==> config.mk <==
export PLATFORM = sky130hd
export DESIGN_NAME = rtc_bcd_regfile
export DESIGN_NICKNAME = d
export VERILOG_FILES = /design/src/rtl/rtc_pkg.sv /design/src/rtl/rtc_time_chain.sv /design/src/rtl/rtc_reg_bank.sv /design/src/rtl/rtc_bcd_regfile.sv
export SDC_FILE = /design/constraint.sdc
export NUM_CORES = 1
export LEC_CHECK = 0
export BUFFER_PORTS_ARGS = -buffer_cell sky130_fd_sc_hd__buf_2
export CAP_MARGIN = 20
export CELL_PAD_IN_SITES_DETAIL_PLACEMENT = 1
export CELL_PAD_IN_SITES_GLOBAL_PLACEMENT = 1
export CORE_UTILIZATION = 45
export CTS_BUF_LIST = sky130_fd_sc_hd__clkbuf_4
export CTS_CLUSTER_DIAMETER = 80
export DETAILED_ROUTE_END_ITERATION = 7
export GPL_TIMING_DRIVEN = 1
export PLACE_DENSITY = 0.9
export SYNTH_ARGS = -nofsm -noshare
export SYNTH_HDL_FRONTEND = slang
export SYNTH_SLANG_ARGS = --single-unit
==> constraint.sdc <==
create_clock -name clk -period 3 [get_ports clk]
set_clock_uncertainty 0.05 [all_clocks]
set_input_delay 0.3 -clock clk [delete_from_list [all_inputs] [get_ports clk]]
set_output_delay 0.3 -clock clk [all_outputs]
set_load 0.05 [all_outputs]
==> src/rtl/rtc_pkg.sv <==
package rtc_pkg;
  localparam int unsigned N_REGS = 8;
  localparam int unsigned ADDR_W = $clog2(N_REGS);
  localparam int unsigned BYTE_W = 8;

  typedef logic [BYTE_W-1:0] rtc_byte_t;
  typedef rtc_byte_t [N_REGS-1:0] bank_t;

  localparam int unsigned IX_SEC   = 0;
  localparam int unsigned IX_MIN   = 1;
  localparam int unsigned IX_HOUR  = 2;
  localparam int unsigned IX_DATE  = 3;
  localparam int unsigned IX_MONTH = 4;
  localparam int unsigned IX_DAY   = 5;
  localparam int unsigned IX_YEAR  = 6;
  localparam int unsigned IX_CTRL  = 7;

  // One packed-BCD step with nibble carry
  function automatic rtc_byte_t bcd_inc(input rtc_byte_t b);
    if (b[3:0] == 4'h9) return {b[7:4] + 4'h1, 4'h0};
    return {b[7:4], b[3:0] + 4'h1};
  endfunction

  // A BCD year is a multiple of four when an even tens digit pairs with 0/4/8
  // or an odd tens digit pairs with 2/6
  function automatic logic bcd_leap(input rtc_byte_t y);
    if (!y[4]) return (y[3:0] == 4'h0) || (y[3:0] == 4'h4) || (y[3:0] == 4'h8);
    return (y[3:0] == 4'h2) || (y[3:0] == 4'h6);
  endfunction

  function automatic rtc_byte_t last_day(input rtc_byte_t mon, input rtc_byte_t yr);
    case (mon)
      8'h02:                      return bcd_leap(yr) ? 8'h29 : 8'h28;
      8'h04, 8'h06, 8'h09, 8'h11: return 8'h30;
      default:                    return 8'h31;
    endcase
  endfunction

  function automatic rtc_byte_t keep_mask(input int unsigned ix);
    case (ix)
      IX_MIN:   return 8'h7F;
      IX_HOUR:  return 8'hBF;
      IX_DATE:  return 8'h3F;
      IX_MONTH: return 8'h1F;
      IX_DAY:   return 8'h07;
      IX_CTRL:  return 8'h80;
      default:  return 8'hFF;
    endcase
  endfunction

  function automatic rtc_byte_t init_val(input int unsigned ix);
    case (ix)
      IX_DATE, IX_MONTH, IX_DAY: return 8'h01;
      default:                   return 8'h00;
    endcase
  endfunction
endpackage

==> src/rtl/rtc_time_chain.sv <==
module rtc_time_chain
  import rtc_pkg::*;
(
  input  logic  tick,
  input  bank_t cur,
  output bank_t nxt
);
  logic      run, min_step, hour_step, date_step, month_step, year_step;
  logic      date_wrap;
  rtc_byte_t sec7, h12, h24, t;

  always_comb begin
    nxt        = cur;
    run        = tick & ~cur[IX_SEC][7];
    sec7       = {1'b0, cur[IX_SEC][6:0]};
    h12        = {3'b000, cur[IX_HOUR][4:0]};
    h24        = {2'b00, cur[IX_HOUR][5:0]};
    t          = '0;
    min_step   = 1'b0;
    hour_step  = 1'b0;
    date_step  = 1'b0;
    date_wrap  = 1'b0;
    month_step = 1'b0;
    year_step  = 1'b0;

    if (run) begin
      min_step = (sec7 == 8'h59);
      t        = min_step ? 8'h00 : bcd_inc(sec7);
      nxt[IX_SEC] = {cur[IX_SEC][7], t[6:0]};
    end

    if (min_step) begin
      hour_step   = (cur[IX_MIN] == 8'h59);
      nxt[IX_MIN] = hour_step ? 8'h00 : bcd_inc(cur[IX_MIN]);
    end

    if (hour_step) begin
      if (cur[IX_HOUR][7]) begin
        if (h12 == 8'h11) begin
          nxt[IX_HOUR] = {1'b1, 1'b0, ~cur[IX_HOUR][5], 5'h12};
          date_step    = cur[IX_HOUR][5];
        end else if (h12 == 8'h12) begin
          nxt[IX_HOUR] = {1'b1, 1'b0, cur[IX_HOUR][5], 5'h01};
        end else begin
          t            = bcd_inc(h12);
          nxt[IX_HOUR] = {1'b1, 1'b0, cur[IX_HOUR][5], t[4:0]};
        end
      end else begin
        if (h24 == 8'h23) begin
          nxt[IX_HOUR] = 8'h00;
          date_step    = 1'b1;
        end else begin
          t            = bcd_inc(h24);
          nxt[IX_HOUR] = {2'b00, t[5:0]};
        end
      end
    end

    if (date_step) begin
      date_wrap    = (cur[IX_DATE] == last_day(cur[IX_MONTH], cur[IX_YEAR]));
      nxt[IX_DATE] = date_wrap ? 8'h01 : bcd_inc(cur[IX_DATE]);
      nxt[IX_DAY]  = (cur[IX_DAY][2:0] == 3'd7) ? 8'h01 : {5'd0, cur[IX_DAY][2:0] + 3'd1};
      month_step   = date_wrap;
    end

    if (month_step) begin
      year_step     = (cur[IX_MONTH] == 8'h12);
      nxt[IX_MONTH] = year_step ? 8'h01 : bcd_inc(cur[IX_MONTH]);
    end

    if (year_step) begin
      nxt[IX_YEAR] = (cur[IX_YEAR] == 8'h99) ? 8'h00 : bcd_inc(cur[IX_YEAR]);
    end
  end
endmodule

==> src/rtl/rtc_reg_bank.sv <==
module rtc_reg_bank
  import rtc_pkg::*;
#(
  parameter int unsigned NR = N_REGS,
  localparam int unsigned AW = $clog2(NR)
) (
  input  logic          clk,
  input  logic          rst,
  input  logic          wr_en,
  input  logic [AW-1:0] wr_addr,
  input  rtc_byte_t     wr_data,
  input  bank_t         nxt,
  output bank_t         bank_q
);
  for (genvar i = 0; i < NR; i++) begin : g_reg
    localparam rtc_byte_t MASK = keep_mask(i);
    localparam rtc_byte_t RVAL = init_val(i);
    always_ff @(posedge clk) begin
      if (rst)                                 bank_q[i] <= RVAL;
      else if (wr_en && (wr_addr == AW'(i)))   bank_q[i] <= wr_data & MASK;
      else                                     bank_q[i] <= nxt[i];
    end
  end
endmodule

==> src/rtl/rtc_bcd_regfile.sv <==
module rtc_bcd_regfile
  import rtc_pkg::*;
(
  input  logic              clk,
  input  logic              rst,
  input  logic              tick,
  input  logic              wr_en,
  input  logic [ADDR_W-1:0] wr_addr,
  input  logic [BYTE_W-1:0] wr_data,
  input  logic [ADDR_W-1:0] rd_addr,
  output logic [BYTE_W-1:0] rd_data
);
  bank_t bank_q, bank_nxt;

  rtc_time_chain u_chain (
    .tick (tick),
    .cur  (bank_q),
    .nxt  (bank_nxt)
  );

  rtc_reg_bank #(.NR(N_REGS)) u_bank (
    .clk     (clk),
    .rst     (rst),
    .wr_en   (wr_en),
    .wr_addr (wr_addr),
    .wr_data (wr_data),
    .nxt     (bank_nxt),
    .bank_q  (bank_q)
  );

  always_ff @(posedge clk) begin
    if (rst) rd_data <= '0;
    else     rd_data <= bank_q[rd_addr];
  end
endmodule

==> results.md <==
* Most frequent cells after synthesis: dfxtp_1, nor2_1, nand2_1
* Worst r2r src: u_bank.bank_q[33]
* Slew @ Worst Pin at 0.830 ns
* Hpwl dp at 9.59 mm
* Post-Syn Area per Cell at 8.00 um2
* Worst min-delay path class: in -> reg
* Total internal power at 1.15 mW
* Drt via density at 6.51
* Cell with the most instances after synthesis: dfxtp_1
* Number of flops mapped to enable cells by yosys at 0
* Yosys reg bits at 59
* Reg2Reg Capture Point: u_bank.bank_q[35]
* Netlist cell types at 58
* Synth Warn # at 0
* Startpoint types: flop
* Gr usage total at 30.4%
* Fin Setup TNS at 0 ns
* Worst EP arrival at 3.05 ns
* Synthesized area at 3970 um2
* Antenna Nets Post-Route at 0
* Status: completed
* VDD IR max at 0.145 mV
* Area leader, netlist: dfxtp_1
* Top area cells in the synthesized netlist: dfxtp_1, ha_1, mux2i_1, nor2_1, a211oi_1
* Max-slew headroom at 44.4%
* Number of diodes at 0
* Avg WL per Cell at 21.3 um
* Core box area at 8380 um2
* CTS tree: yes
* CTS buffer count at 9
* Hold Path Origin: wr_data[6]
* Total power at 1.68 mW
* Logic pwr share at 13.9%
* Filler cell count at 1045
* Pre-Repair DR Iteration Count at 5
* FP Rows at 33
* Full die area at 9200 um2
* Antenna violations before repair at 0
* Final GP Congestion at 0.881
* Layout cells sized above 1 at 12.0%
* Final Max Slew Viols at 0
* Net Sw Frac at 31.3%
* Yosys top cell area share at 29.8%
* Worst reg2reg path depth at 7
* Hold-critical path endpoint: u_bank.bank_q[6]
* Total number of vias at 4039
* Crit path time final at 2.81 ns
* Synthesized net count at 533
* Number of cells on the worst hold path at 3
* Final nets at 548
* Power density cells at 390 nW/um2
* Root buf cell: clkbuf_4
* RSZ-0062 raised after global routing: true
* Max-cap check violation count at 0
* Final hold viol count at 0
* Clock power frac at 35.0%
* Lkg Pwr at 1.59 nW
* Die X-Extent at 95.9 um
* Critical path fanouts, max at 10
* FMAX at 356 MHz
* Die H at 95.9 um
* Primary FF master, synth: dfxtp_1
* Largest net degree at the start of global routing at 30
* Clock-pin slew on the worst setup and hold paths at 0.11 ns
* Io pins at 26
* Number of global-route vias before repair at 3948
* Post-CTS setup buffers at 0
* Residual DRC count at 0
* Sw power at 0.524 mW
* Grt ovf at 0
* Starting density of the core at 47.4%
* Clk_lat worst skew at 0.43 ns
* Critical Path End Type: flop
* Sequential share of the synthesized area at 29.8%
* Final setup violation count at 0
* Asr flop ratio synth at 0%
* First-pass GRT wire length at 20.6 mm
* H-tree depth at 3
* Type of the worst setup path: reg -> reg
* Clock buffer depth at 2
* P&R area growth vs syn at 8.29%
* Initial drt markers at 241
* FF-to-FF setup slack at 0.19 ns
* Port Buffers at 25
* Period Utilization, post-route at 93.6%
* Clock sinks at 59
* Mapped Cells at 496
* Final wirelength at 13.2 mm
* Worst Path Required at 3.24 ns
* Seq pwr share at 51.2%
## critical path, stage by stage, from the launching register on
cell      delay [ns]
dfxtp_1         0.55
nor4b_4         0.31
nand2_1         0.08
o31a_1          0.30
a211oi_2        0.56
o21ai_1         0.39
o211ai_1        0.28
o311ai_0        0.16
## power groups by stage
stage | Clock [mW] | Sequential, mW | Combinational (mW)
after floorplan | 0 | 0.868 | 0.149
after global placement | 0 | 0.872 | 0.220
after detailed placement | 0 | 0.875 | 0.228
after CTS | 0.590 | 0.857 | 0.230
after global routing | 0.623 | 0.863 | 0.254
final | 0.586 | 0.859 | 0.232
## cell type report
class                   instances  area [um2]  area share, %
repair buffers                 34         193           4.48
clock buffers                  10        75.1           1.75
clock inverters                 5        55.1           1.28
flip-flops and latches         59        1180           27.5
multi-input cells             392        2610           60.6
well taps                     105         131           3.06
inverters                      15        56.3           1.31
## flip-flops by register name, summed over array words and instances, names as in the netlist
register	cells
u_bank.bank_q	51
rd_data	8
## how the worst max path moves through the flow
stage	start	end	slack, ns	cells past startpoint
global placement	u_bank.bank_q[0]	u_bank.bank_q[51]	0.44	8
finish	u_bank.bank_q[33]	u_bank.bank_q[35]	0.19	7
detailed placement	u_bank.bank_q[0]	u_bank.bank_q[51]	0.29	8
floorplan	u_bank.bank_q[32]	u_bank.bank_q[25]	0.71	9
CTS	u_bank.bank_q[0]	u_bank.bank_q[51]	0.18	8
global route	u_bank.bank_q[33]	u_bank.bank_q[35]	-0.002	7
## timing repair
| item | 4_1_cts | 5_1_grt |
|---|---|---|
| hold buffers | 0 | 0 |
| endpoints found under the hold margin | 0 | 0 |
| gates resized for setup | 0 | 1 |
| endpoints found under the setup margin | 0 | 4 |
## metal layers
metal / wire length [um] / global-route usage, % / up-vias
met4: 467 / 14.3 / 0
met1: 5760 / 39.4 / 1980
met3: 900 / 6.24 / 37
met2: 6060 / 48.3 / 160
met5: 0 / 0 / -
li1: - / - / 1862
## placed cells by master (no fill, tap or decap), types with 9 or more instances in the layout
cell type / synthesis / final
a211oi_1: 25 / 25
a21oi_1: 35 / 35
buf_2: 5 / 25
buf_4: 1 / 9
clkbuf_4: 0 / 10
dfxtp_1: 59 / 59
ha_1: 19 / 19
inv_1: 15 / 15
mux2i_1: 23 / 23
nand2_1: 36 / 36
nand2b_1: 9 / 9
nand3_1: 26 / 26
nor2_1: 56 / 56
nor2b_1: 9 / 9
nor3_1: 22 / 21
o21ai_0: 29 / 29
## stage by stage
step                setup WS [ns]  instance area [um2]  instances  hold WS, ns  utilization (%)
floorplan                   0.707                 3970        496        0.372                -
global placement            0.441                 4160        605        0.441             49.7
detailed placement          0.292                 4160        605        0.468             49.7
CTS                         0.180                 4290        620        0.156             51.2
global route             -0.00239                 4300        620        0.167             51.3
finish                      0.191                 4300        620        0.167             51.3
## cells by family after synthesis
logic type / count (synthesis) / synth area share, %
AOI/OAI and AO/OA: 128 / 21.0
xor gates and xnor gates: 11 / 2.43
adders and majority gates: 19 / 5.99
buffers and inverters: 45 / 4.70
DFF: 59 / 29.8
muxes: 31 / 10.1
and+or+nand+nor: 203 / 26.1
(Power assumes the default switching activity.)
